--- config.mk ---
export PLATFORM = sky130hd
export DESIGN_NAME = gptm_bank
export DESIGN_NICKNAME = d
export VERILOG_FILES = /design/src/rtl/gptm_pkg.sv /design/src/rtl/gptm_tick_sel.sv /design/src/rtl/gptm_channel.sv /design/src/rtl/gptm_regif.sv /design/src/rtl/gptm_bank.sv
export SDC_FILE = /design/constraint.sdc
export NUM_CORES = 2
export LEC_CHECK = 0
export BUFFER_PORTS_ARGS = -buffer_cell sky130_fd_sc_hd__buf_4
export CORE_MARGIN = 2
export CORE_UTILIZATION = 45
export DETAILED_ROUTE_END_ITERATION = 12
export GPL_TIMING_DRIVEN = 0
export PLACE_DENSITY_LB_ADDON = 0.25
export SLEW_MARGIN = 10
export SYNTH_ARGS = -nofsm -noshare
export SYNTH_HDL_FRONTEND = slang
export SYNTH_SLANG_ARGS = --single-unit
--- constraint.sdc ---
create_clock -name clk -period 7.6 [get_ports clk]
set_input_delay 0.38 -clock clk [delete_from_list [all_inputs] [get_ports clk]]
set_output_delay 0.38 -clock clk [all_outputs]
set_load 0.05 [all_outputs]
--- src/rtl/gptm_pkg.sv ---
`timescale 1ns/1ps
package gptm_pkg;

    localparam int DATA_W = 32;
    localparam int CNT_W  = 32;
    localparam int DIV_W  = 4;

    localparam int CTRL_EN_BIT   = 0;
    localparam int CTRL_CLR_BIT  = 1;
    localparam int CTRL_MODE_LSB = 4;
    localparam int CLK_SRC_BIT   = 4;

    localparam logic [DIV_W-1:0] DIV_HALF = DIV_W'(1);

    typedef enum logic [1:0] {
        RUN_ONCE   = 2'd0,
        RUN_REPEAT = 2'd1,
        RUN_SPARE  = 2'd2,
        RUN_FREE   = 2'd3
    } run_mode_e;

    typedef enum logic [1:0] {
        WD_CTRL = 2'd0,
        WD_CLK  = 2'd1,
        WD_CNT  = 2'd2,
        WD_CMP  = 2'd3
    } word_sel_e;

    typedef struct packed {
        logic              ctrl_we;
        logic              clk_we;
        logic              cnt_we;
        logic              cmp_we;
        logic [DATA_W-1:0] data;
    } chan_wr_t;

    typedef struct packed {
        logic              en;
        run_mode_e         mode;
        logic              slow;
        logic [DIV_W-1:0]  div;
        logic [CNT_W-1:0]  cnt;
        logic [CNT_W-1:0]  cmp;
    } chan_view_t;

    function automatic logic [DATA_W-1:0] ctrl_word(input chan_view_t v);
        logic [DATA_W-1:0] w;
        w = '0;
        w[CTRL_EN_BIT] = v.en;
        w[CTRL_MODE_LSB +: 2] = v.mode;
        return w;
    endfunction

    function automatic logic [DATA_W-1:0] clk_word(input chan_view_t v);
        logic [DATA_W-1:0] w;
        w = '0;
        w[DIV_W-1:0] = v.div;
        w[CLK_SRC_BIT] = v.slow;
        return w;
    endfunction

    function automatic logic mode_stops(input run_mode_e m);
        return (m != RUN_REPEAT) && (m != RUN_FREE);
    endfunction

endpackage

--- src/rtl/gptm_tick_sel.sv ---
`timescale 1ns/1ps
module gptm_tick_sel
    import gptm_pkg::*;
(
    input  logic             clk,
    input  logic             rst,
    input  logic             tick_fast,
    input  logic             tick_slow,
    input  logic             use_slow,
    input  logic [DIV_W-1:0] div_code,
    input  logic             run,
    input  logic             restart,
    output logic             step
);

    logic src_tick;
    logic halve;
    logic phase_q;

    assign src_tick = use_slow ? tick_slow : tick_fast;
    assign halve    = (div_code == DIV_HALF);
    assign step     = run && src_tick && (!halve || phase_q);

    always_ff @(posedge clk) begin
        if (rst || restart) begin
            phase_q <= 1'b0;
        end else if (run && src_tick && halve) begin
            phase_q <= ~phase_q;
        end
    end

    AST_PHASE_IDLE: assert property (@(posedge clk) disable iff (rst)
        (!run && !restart) |=> $stable(phase_q)) else $error("phase moved while idle");

endmodule

--- src/rtl/gptm_channel.sv ---
`timescale 1ns/1ps
module gptm_channel
    import gptm_pkg::*;
(
    input  logic       clk,
    input  logic       rst,
    input  chan_wr_t   wr,
    input  logic       ack,
    input  logic       tick_fast,
    input  logic       tick_slow,
    output chan_view_t view,
    output logic       pend
);

    logic             en_q;
    run_mode_e        mode_q;
    logic             slow_q;
    logic [DIV_W-1:0] div_q;
    logic [CNT_W-1:0] cnt_q;
    logic [CNT_W-1:0] cmp_q;
    logic             pend_q;

    logic             hold;
    logic             restart;
    logic             step;
    logic             hit;
    logic [CNT_W-1:0] cnt_inc;

    // A control or counter write in the same cycle as a tick takes precedence.
    assign hold    = wr.ctrl_we || wr.cnt_we;
    assign restart = wr.ctrl_we && wr.data[CTRL_CLR_BIT];
    assign cnt_inc = cnt_q + CNT_W'(1);
    assign hit     = step && (cnt_inc == cmp_q) && (mode_q != RUN_FREE);

    gptm_tick_sel u_tick (
        .clk       (clk),
        .rst       (rst),
        .tick_fast (tick_fast),
        .tick_slow (tick_slow),
        .use_slow  (slow_q),
        .div_code  (div_q),
        .run       (en_q && !hold),
        .restart   (restart),
        .step      (step)
    );

    always_ff @(posedge clk) begin
        if (rst) begin
            en_q   <= 1'b0;
            mode_q <= RUN_ONCE;
        end else if (wr.ctrl_we) begin
            en_q   <= wr.data[CTRL_EN_BIT];
            mode_q <= run_mode_e'(wr.data[CTRL_MODE_LSB +: 2]);
        end else if (hit && mode_stops(mode_q)) begin
            en_q   <= 1'b0;
        end
    end

    always_ff @(posedge clk) begin
        if (rst) begin
            cnt_q <= '0;
        end else if (wr.cnt_we) begin
            cnt_q <= wr.data[CNT_W-1:0];
        end else if (restart) begin
            cnt_q <= '0;
        end else if (step) begin
            cnt_q <= (hit && mode_q == RUN_REPEAT) ? '0 : cnt_inc;
        end
    end

    always_ff @(posedge clk) begin
        if (rst) begin
            slow_q <= 1'b0;
            div_q  <= '0;
            cmp_q  <= '0;
        end else begin
            if (wr.clk_we) begin
                slow_q <= wr.data[CLK_SRC_BIT];
                div_q  <= wr.data[DIV_W-1:0];
            end
            if (wr.cmp_we) begin
                cmp_q <= wr.data[CNT_W-1:0];
            end
        end
    end

    always_ff @(posedge clk) begin
        if (rst) begin
            pend_q <= 1'b0;
        end else if (hit) begin
            pend_q <= 1'b1;
        end else if (ack) begin
            pend_q <= 1'b0;
        end
    end

    always_comb begin
        view.en   = en_q;
        view.mode = mode_q;
        view.slow = slow_q;
        view.div  = div_q;
        view.cnt  = cnt_q;
        view.cmp  = cmp_q;
    end
    assign pend = pend_q;

    AST_ONCE_HALT: assert property (@(posedge clk) disable iff (rst)
        (hit && mode_stops(mode_q)) |=> (!en_q && pend_q && cnt_q == cmp_q)) else $error("one-shot did not stop");
    AST_RPT_RELOAD: assert property (@(posedge clk) disable iff (rst)
        (hit && mode_q == RUN_REPEAT) |=> (cnt_q == '0 && en_q && pend_q)) else $error("repeat did not reload");
    AST_FREE_QUIET: assert property (@(posedge clk) disable iff (rst)
        $rose(pend_q) |-> ($past(mode_q) != RUN_FREE)) else $error("free-run raised pending");
    AST_CLR_ZERO: assert property (@(posedge clk) disable iff (rst)
        (restart && !wr.cnt_we) |=> (cnt_q == '0)) else $error("clear left counter nonzero");
    AST_ACK_DROP: assert property (@(posedge clk) disable iff (rst)
        (ack && !hit) |=> !pend_q) else $error("ack did not clear");
    AST_MATCH_WINS: assert property (@(posedge clk) disable iff (rst)
        hit |=> pend_q) else $error("hit lost to ack");
    AST_IDLE_HOLD: assert property (@(posedge clk) disable iff (rst)
        (!en_q && !wr.cnt_we && !wr.ctrl_we) |=> $stable(cnt_q)) else $error("disabled counter moved");

endmodule

--- src/rtl/gptm_regif.sv ---
`timescale 1ns/1ps
module gptm_regif
    import gptm_pkg::*;
#(
    parameter int NT     = 6,
    parameter int ADDR_W = 8
) (
    input  logic                    clk,
    input  logic                    rst,
    input  logic                    bus_en,
    input  logic                    bus_we,
    input  logic [ADDR_W-1:0]       bus_addr,
    input  logic [DATA_W-1:0]       bus_wdata,
    input  chan_view_t [NT-1:0]     views,
    input  logic [NT-1:0]           pend,
    output chan_wr_t [NT-1:0]       chan_wr,
    output logic [NT-1:0]           ack,
    output logic [NT-1:0]           ien,
    output logic [DATA_W-1:0]       bus_rdata
);

    localparam int SLOT_W = ADDR_W - 4;

    logic [SLOT_W-1:0] slot;
    word_sel_e         word;
    logic              wr_go;
    logic              shared;
    logic [NT-1:0]     ien_q;

    assign slot   = bus_addr[ADDR_W-1:4];
    assign word   = word_sel_e'(bus_addr[3:2]);
    assign wr_go  = bus_en && bus_we;
    assign shared = (slot == '0);

    always_ff @(posedge clk) begin
        if (rst) begin
            ien_q <= '0;
        end else if (wr_go && shared && word == WD_CTRL) begin
            ien_q <= bus_wdata[NT-1:0];
        end
    end
    assign ien = ien_q;

    assign ack = (wr_go && shared && word == WD_CNT) ? bus_wdata[NT-1:0] : '0;

    always_comb begin
        for (int i = 0; i < NT; i++) begin
            logic sel;
            sel = wr_go && (slot == SLOT_W'(i + 1));
            chan_wr[i].ctrl_we = sel && (word == WD_CTRL);
            chan_wr[i].clk_we  = sel && (word == WD_CLK);
            chan_wr[i].cnt_we  = sel && (word == WD_CNT);
            chan_wr[i].cmp_we  = sel && (word == WD_CMP);
            chan_wr[i].data    = bus_wdata;
        end
    end

    always_comb begin
        bus_rdata = '0;
        if (shared) begin
            if (word == WD_CTRL) bus_rdata = DATA_W'(ien_q);
            else if (word == WD_CNT) bus_rdata = DATA_W'(pend);
        end
        for (int i = 0; i < NT; i++) begin
            if (slot == SLOT_W'(i + 1)) begin
                case (word)
                    WD_CTRL: bus_rdata = ctrl_word(views[i]);
                    WD_CLK:  bus_rdata = clk_word(views[i]);
                    WD_CNT:  bus_rdata = DATA_W'(views[i].cnt);
                    default: bus_rdata = DATA_W'(views[i].cmp);
                endcase
            end
        end
    end

    AST_IEN_KEEP: assert property (@(posedge clk) disable iff (rst)
        !(wr_go && shared && word == WD_CTRL) |=> $stable(ien_q)) else $error("enable changed without write");

endmodule

--- src/rtl/gptm_bank.sv ---
`timescale 1ns/1ps
module gptm_bank
    import gptm_pkg::*;
#(
    parameter int NT     = 6,
    parameter int ADDR_W = 8
) (
    input  logic              clk,
    input  logic              rst,
    input  logic              bus_en,
    input  logic              bus_we,
    input  logic [ADDR_W-1:0] bus_addr,
    input  logic [31:0]       bus_wdata,
    output logic [31:0]       bus_rdata,
    input  logic              tick_fast,
    input  logic              tick_slow,
    output logic [NT-1:0]     tmr_irq,
    output logic              irq
);

    chan_wr_t   [NT-1:0] chan_wr;
    chan_view_t [NT-1:0] views;
    logic       [NT-1:0] pend;
    logic       [NT-1:0] ack;
    logic       [NT-1:0] ien;

    gptm_regif #(.NT(NT), .ADDR_W(ADDR_W)) u_regif (
        .clk       (clk),
        .rst       (rst),
        .bus_en    (bus_en),
        .bus_we    (bus_we),
        .bus_addr  (bus_addr),
        .bus_wdata (bus_wdata),
        .views     (views),
        .pend      (pend),
        .chan_wr   (chan_wr),
        .ack       (ack),
        .ien       (ien),
        .bus_rdata (bus_rdata)
    );

    for (genvar g = 0; g < NT; g++) begin : g_chan
        gptm_channel u_chan (
            .clk       (clk),
            .rst       (rst),
            .wr        (chan_wr[g]),
            .ack       (ack[g]),
            .tick_fast (tick_fast),
            .tick_slow (tick_slow),
            .view      (views[g]),
            .pend      (pend[g])
        );
    end

    assign tmr_irq = pend & ien;
    assign irq     = |tmr_irq;

    AST_IRQ_CAUSE: assert property (@(posedge clk) disable iff (rst)
        $rose(irq) |-> ((pend & ien) != '0 && ($past(ien) != ien || $past(pend) != pend))) else $error("irq rose without cause");

endmodule

==> flow_summary.json <==
{
  "cap_violations": 2,
  "clkTransAtPathRegs_ns": 0.05,
  "ys_seq_area_frac": 0.275,
  "p_total_mw": 6.42,
  "grt_usage": 0.475,
  "drive_gt1_frac": 0.0797,
  "finalSetupViolCount": 0,
  "routedWlPerCell_um": 33.0,
  "async_flop_share": 0,
  "finalSetupTns_ns": 0,
  "area_growth_pct": 11.4,
  "synth_cell_type_count": 91,
  "cts_made_buffers": 56,
  "synth.avg_cell_area_um2": 7.28,
  "hold_viol": 0,
  "cp-start-kind": "input port",
  "period_share": 0.718,
  "die_y_um": 274,
  "io_buffers": 73,
  "vias": 39400,
  "postCtsHoldBufs": 0,
  "maxSlewViolCount": 22,
  "pwr-share-comb": 0.176,
  "fill_cells": 7363,
  "slew_headroom": -0.0624,
  "min_period_ns": 5.45,
  "drt_pass1_iterations": 9,
  "synthCells": 4504,
  "via_per_inst": 6.99,
  "grt_overflow_total": 0,
  "vdd_drop_max_v": 0.000182,
  "worstSetupEndpointType": "primary output",
  "stdcell_count": 5638,
  "powerDensity_nw_per_um2": 176,
  "final_nets": 4692,
  "pwr-share-seq": 0.385,
  "die_x_um": 274,
  "rows": 98,
  "worst_ep_required_time_ns": 7.22,
  "drc_errors": 0,
  "multiInputGateArea_um2": 21700,
  "netlist_area_um2": 32800,
  "timing.reg2reg.setup_slack_ns": 2.79,
  "place_congestion": 1.03,
  "ant_nets": 0,
  "clk_path_buf_depth": 3,
  "violations": "max-capacitance violations, max-slew violations",
  "drt-total-wl_um": 186000,
  "grt_pass1_vias": 34800,
  "holdCritPathClass": "input port to flip-flop",
  "grt_pass1_wl_um": 258000,
  "place_inst": 5532,
  "core_area_um2": 71900,
  "antenna_found_initial": 9,
  "crit_fanout": 10,
  "h-tree-depth": 2,
  "power.net_switching_mw": 2.04,
  "dpl.hpwl_um": 138000,
  "crit_arrival_ns": 5.07,
  "seqCellArea_um2": 9010,
  "drtIter0Drc": 6699,
  "p_int_mw": 4.38,
  "synth_edf_count": 0,
  "clkPwrFrac": 0.438,
  "path_common_cell": "clkbuf_1",
  "critPathKind": "input port to primary output",
  "cp_slowest_cell": "buf_1",
  "worst_pin_slew_ns": 1.59,
  "worst_path_largest_cell_delay_ns": 0.93,
  "p_leak_nw": 11.9,
  "clock-sinks": 450,
  "dieArea_um2": 75000,
  "yosysWarningCount": 0,
  "ys_ff_latch": 450,
  "skew_ns": 0.0390,
  "root_buffer": "clkbuf_16",
  "io_pins": 85,
  "grt_max_degree": 15,
  "tritoncts": "done",
  "clock_latency_ns": 0.67,
  "start_util": 0.456,
  "grt_setup_unrepaired": "false",
  "post_cts_buffers": 0,
  "syn_nets": 4556,
  "path_cells": "buf_4 -> clkbuf_1 -> buf_1 -> clkbuf_1 -> nand2_1 -> clkbuf_1 -> o221ai_1 -> a21oi_1 -> o21ai_0 -> buf_4",
  "status": "finished with violations",
  "synth_ff_type": "dfxtp_1",
  "swShare": 0.318,
  "clock.fmax_mhz": 183,
  "cts_resized": 0
}
## synthesized netlist by cell type (15+ instances only)
cell type  instances  area [µm²]
a211oi_1          39         293
a21o_1            38         285
a21oi_1          443        2220
a221o_1           27         270
a22oi_1          213        1600
a31oi_1           48         300
a32oi_1           20         175
and2_1            26         163
and3_1            99         619
and4_1            50         438
buf_1             23        86.3
buf_2             48         240
clkbuf_1         398        1490
dfxtp_1          450        9010
inv_1             46         173
mux2_2            60         676
mux2i_1           93         931
nand2_1          697        2620
nand2b_1          33         206
nand3_1          185         926
nand3b_1          15         113
nand4_1          126         788
nor2_1           216         811
nor2b_1           26         163
nor3_1           114         571
nor3b_1           19         143
nor4_1           106         663
o211ai_1          22         165
o21ai_0          153         766
o221ai_1          33         289
o22ai_1           51         319
or2_2             20         125
or3_1             56         350
or4_1             21         158
xnor2_1          164        1440
xor2_1            88         771
## worst paths after layout
kind	startpoint	end	cells after the start
max	bus_addr[3]	bus_rdata[18]	10
min reg2reg	g_chan[1].u_chan.div_q[1]	g_chan[1].u_chan.div_q[1]	2
max reg2reg	g_chan[5].u_chan.cnt_q[6]	g_chan[5].u_chan.cnt_q[20]	11
min	bus_wdata[11]	g_chan[4].u_chan.cnt_q[11]	3
## final cells by class
cell class | instances | area share
Clock inverter | 19 | 0.00658
Multi-Input combinational cell | 3531 | 0.595
Tap cell | 950 | 0.0326
Clock buffer | 77 | 0.0439
Sequential cell | 450 | 0.247
Antenna cell | 10 | 0.000685
Inverter | 46 | 0.00473
Buffer | 477 | 0.0525
Timing Repair Buffer | 78 | 0.0170
## placed cells by master (no fill, tap or decap), types with 78 or more instances in the layout
cell / synthesis / layout
a21oi_1: 443 / 443
a22oi_1: 213 / 213
and3_1: 99 / 99
buf_4: 4 / 78
clkbuf_1: 398 / 382
dfxtp_1: 450 / 450
mux2i_1: 93 / 93
nand2_1: 697 / 697
nand3_1: 185 / 185
nand4_1: 126 / 126
nor2_1: 216 / 216
nor3_1: 114 / 112
nor4_1: 106 / 105
o21ai_0: 153 / 153
xnor2_1: 164 / 164
xor2_1: 88 / 88
## logic make-up after synthesis
logic type / Yosys count / share of synthesized area
buffers and inverters: 523 / 0.0627
flip-flops: 450 / 0.275
multiplexers: 165 / 0.0573
AO/OA/AOI/OAI: 1229 / 0.242
adder cells (fa/ha/maj): 6 / 0.00229
AND/OR/NAND/NOR: 1878 / 0.293
XOR/XNOR: 253 / 0.0680
## critical path, delay by kind of cell
family,cells,cell delay [ns]
compound gates,3,1.18
simple gates,1,0.41
buf+inv,6,3.08
## flip-flops by register name (all words and copies together) (netlist names)
name / count
g_chan.u_chan.cnt_q: 192
g_chan.u_chan.mode_q: 12
u_regif.ien: 6
g_chan.u_chan.pend: 6
g_chan.u_chan.slow_q: 6
g_chan.u_chan.div_q: 24
g_chan.u_chan.en_q: 6
g_chan.u_chan.u_tick.phase_q: 6
g_chan.u_chan.cmp_q: 192
## power by group through the flow
stage,clock [mW],sequential (mW),combinational (mW)
after global placement,0,2.52,1.06
after floorplan,0,2.51,0.636
final,2.82,2.47,1.13
after CTS,2.79,2.47,1.07
after global routing,2.88,2.48,1.16
after detailed placement,0,2.52,1.07
## metrics by stage
step	util	hold slack, ns	setup WS (ns)	area (µm²)
after floorplan	-	0.440	3.96	32800
after global routing	0.508	0.130	2.08	36500
after CTS	0.508	0.0897	2.44	36500
final	0.508	0.106	2.15	36500
after detailed placement	0.482	0.466	2.45	34600
after global placement	0.480	0.455	2.42	34500
## metal layers
| metal | vias up | track usage | wire length [µm] |
|---|---|---|---|
| li1 | 16900 | - | - |
| met1 | 18900 | 0.617 | 71500 |
| met2 | 2941 | 0.694 | 75700 |
| met3 | 652 | 0.117 | 23300 |
| met4 | 4 | 0.322 | 15500 |
| met5 | - | 0 | 23 |
Power figures use the tool's default switching activity.
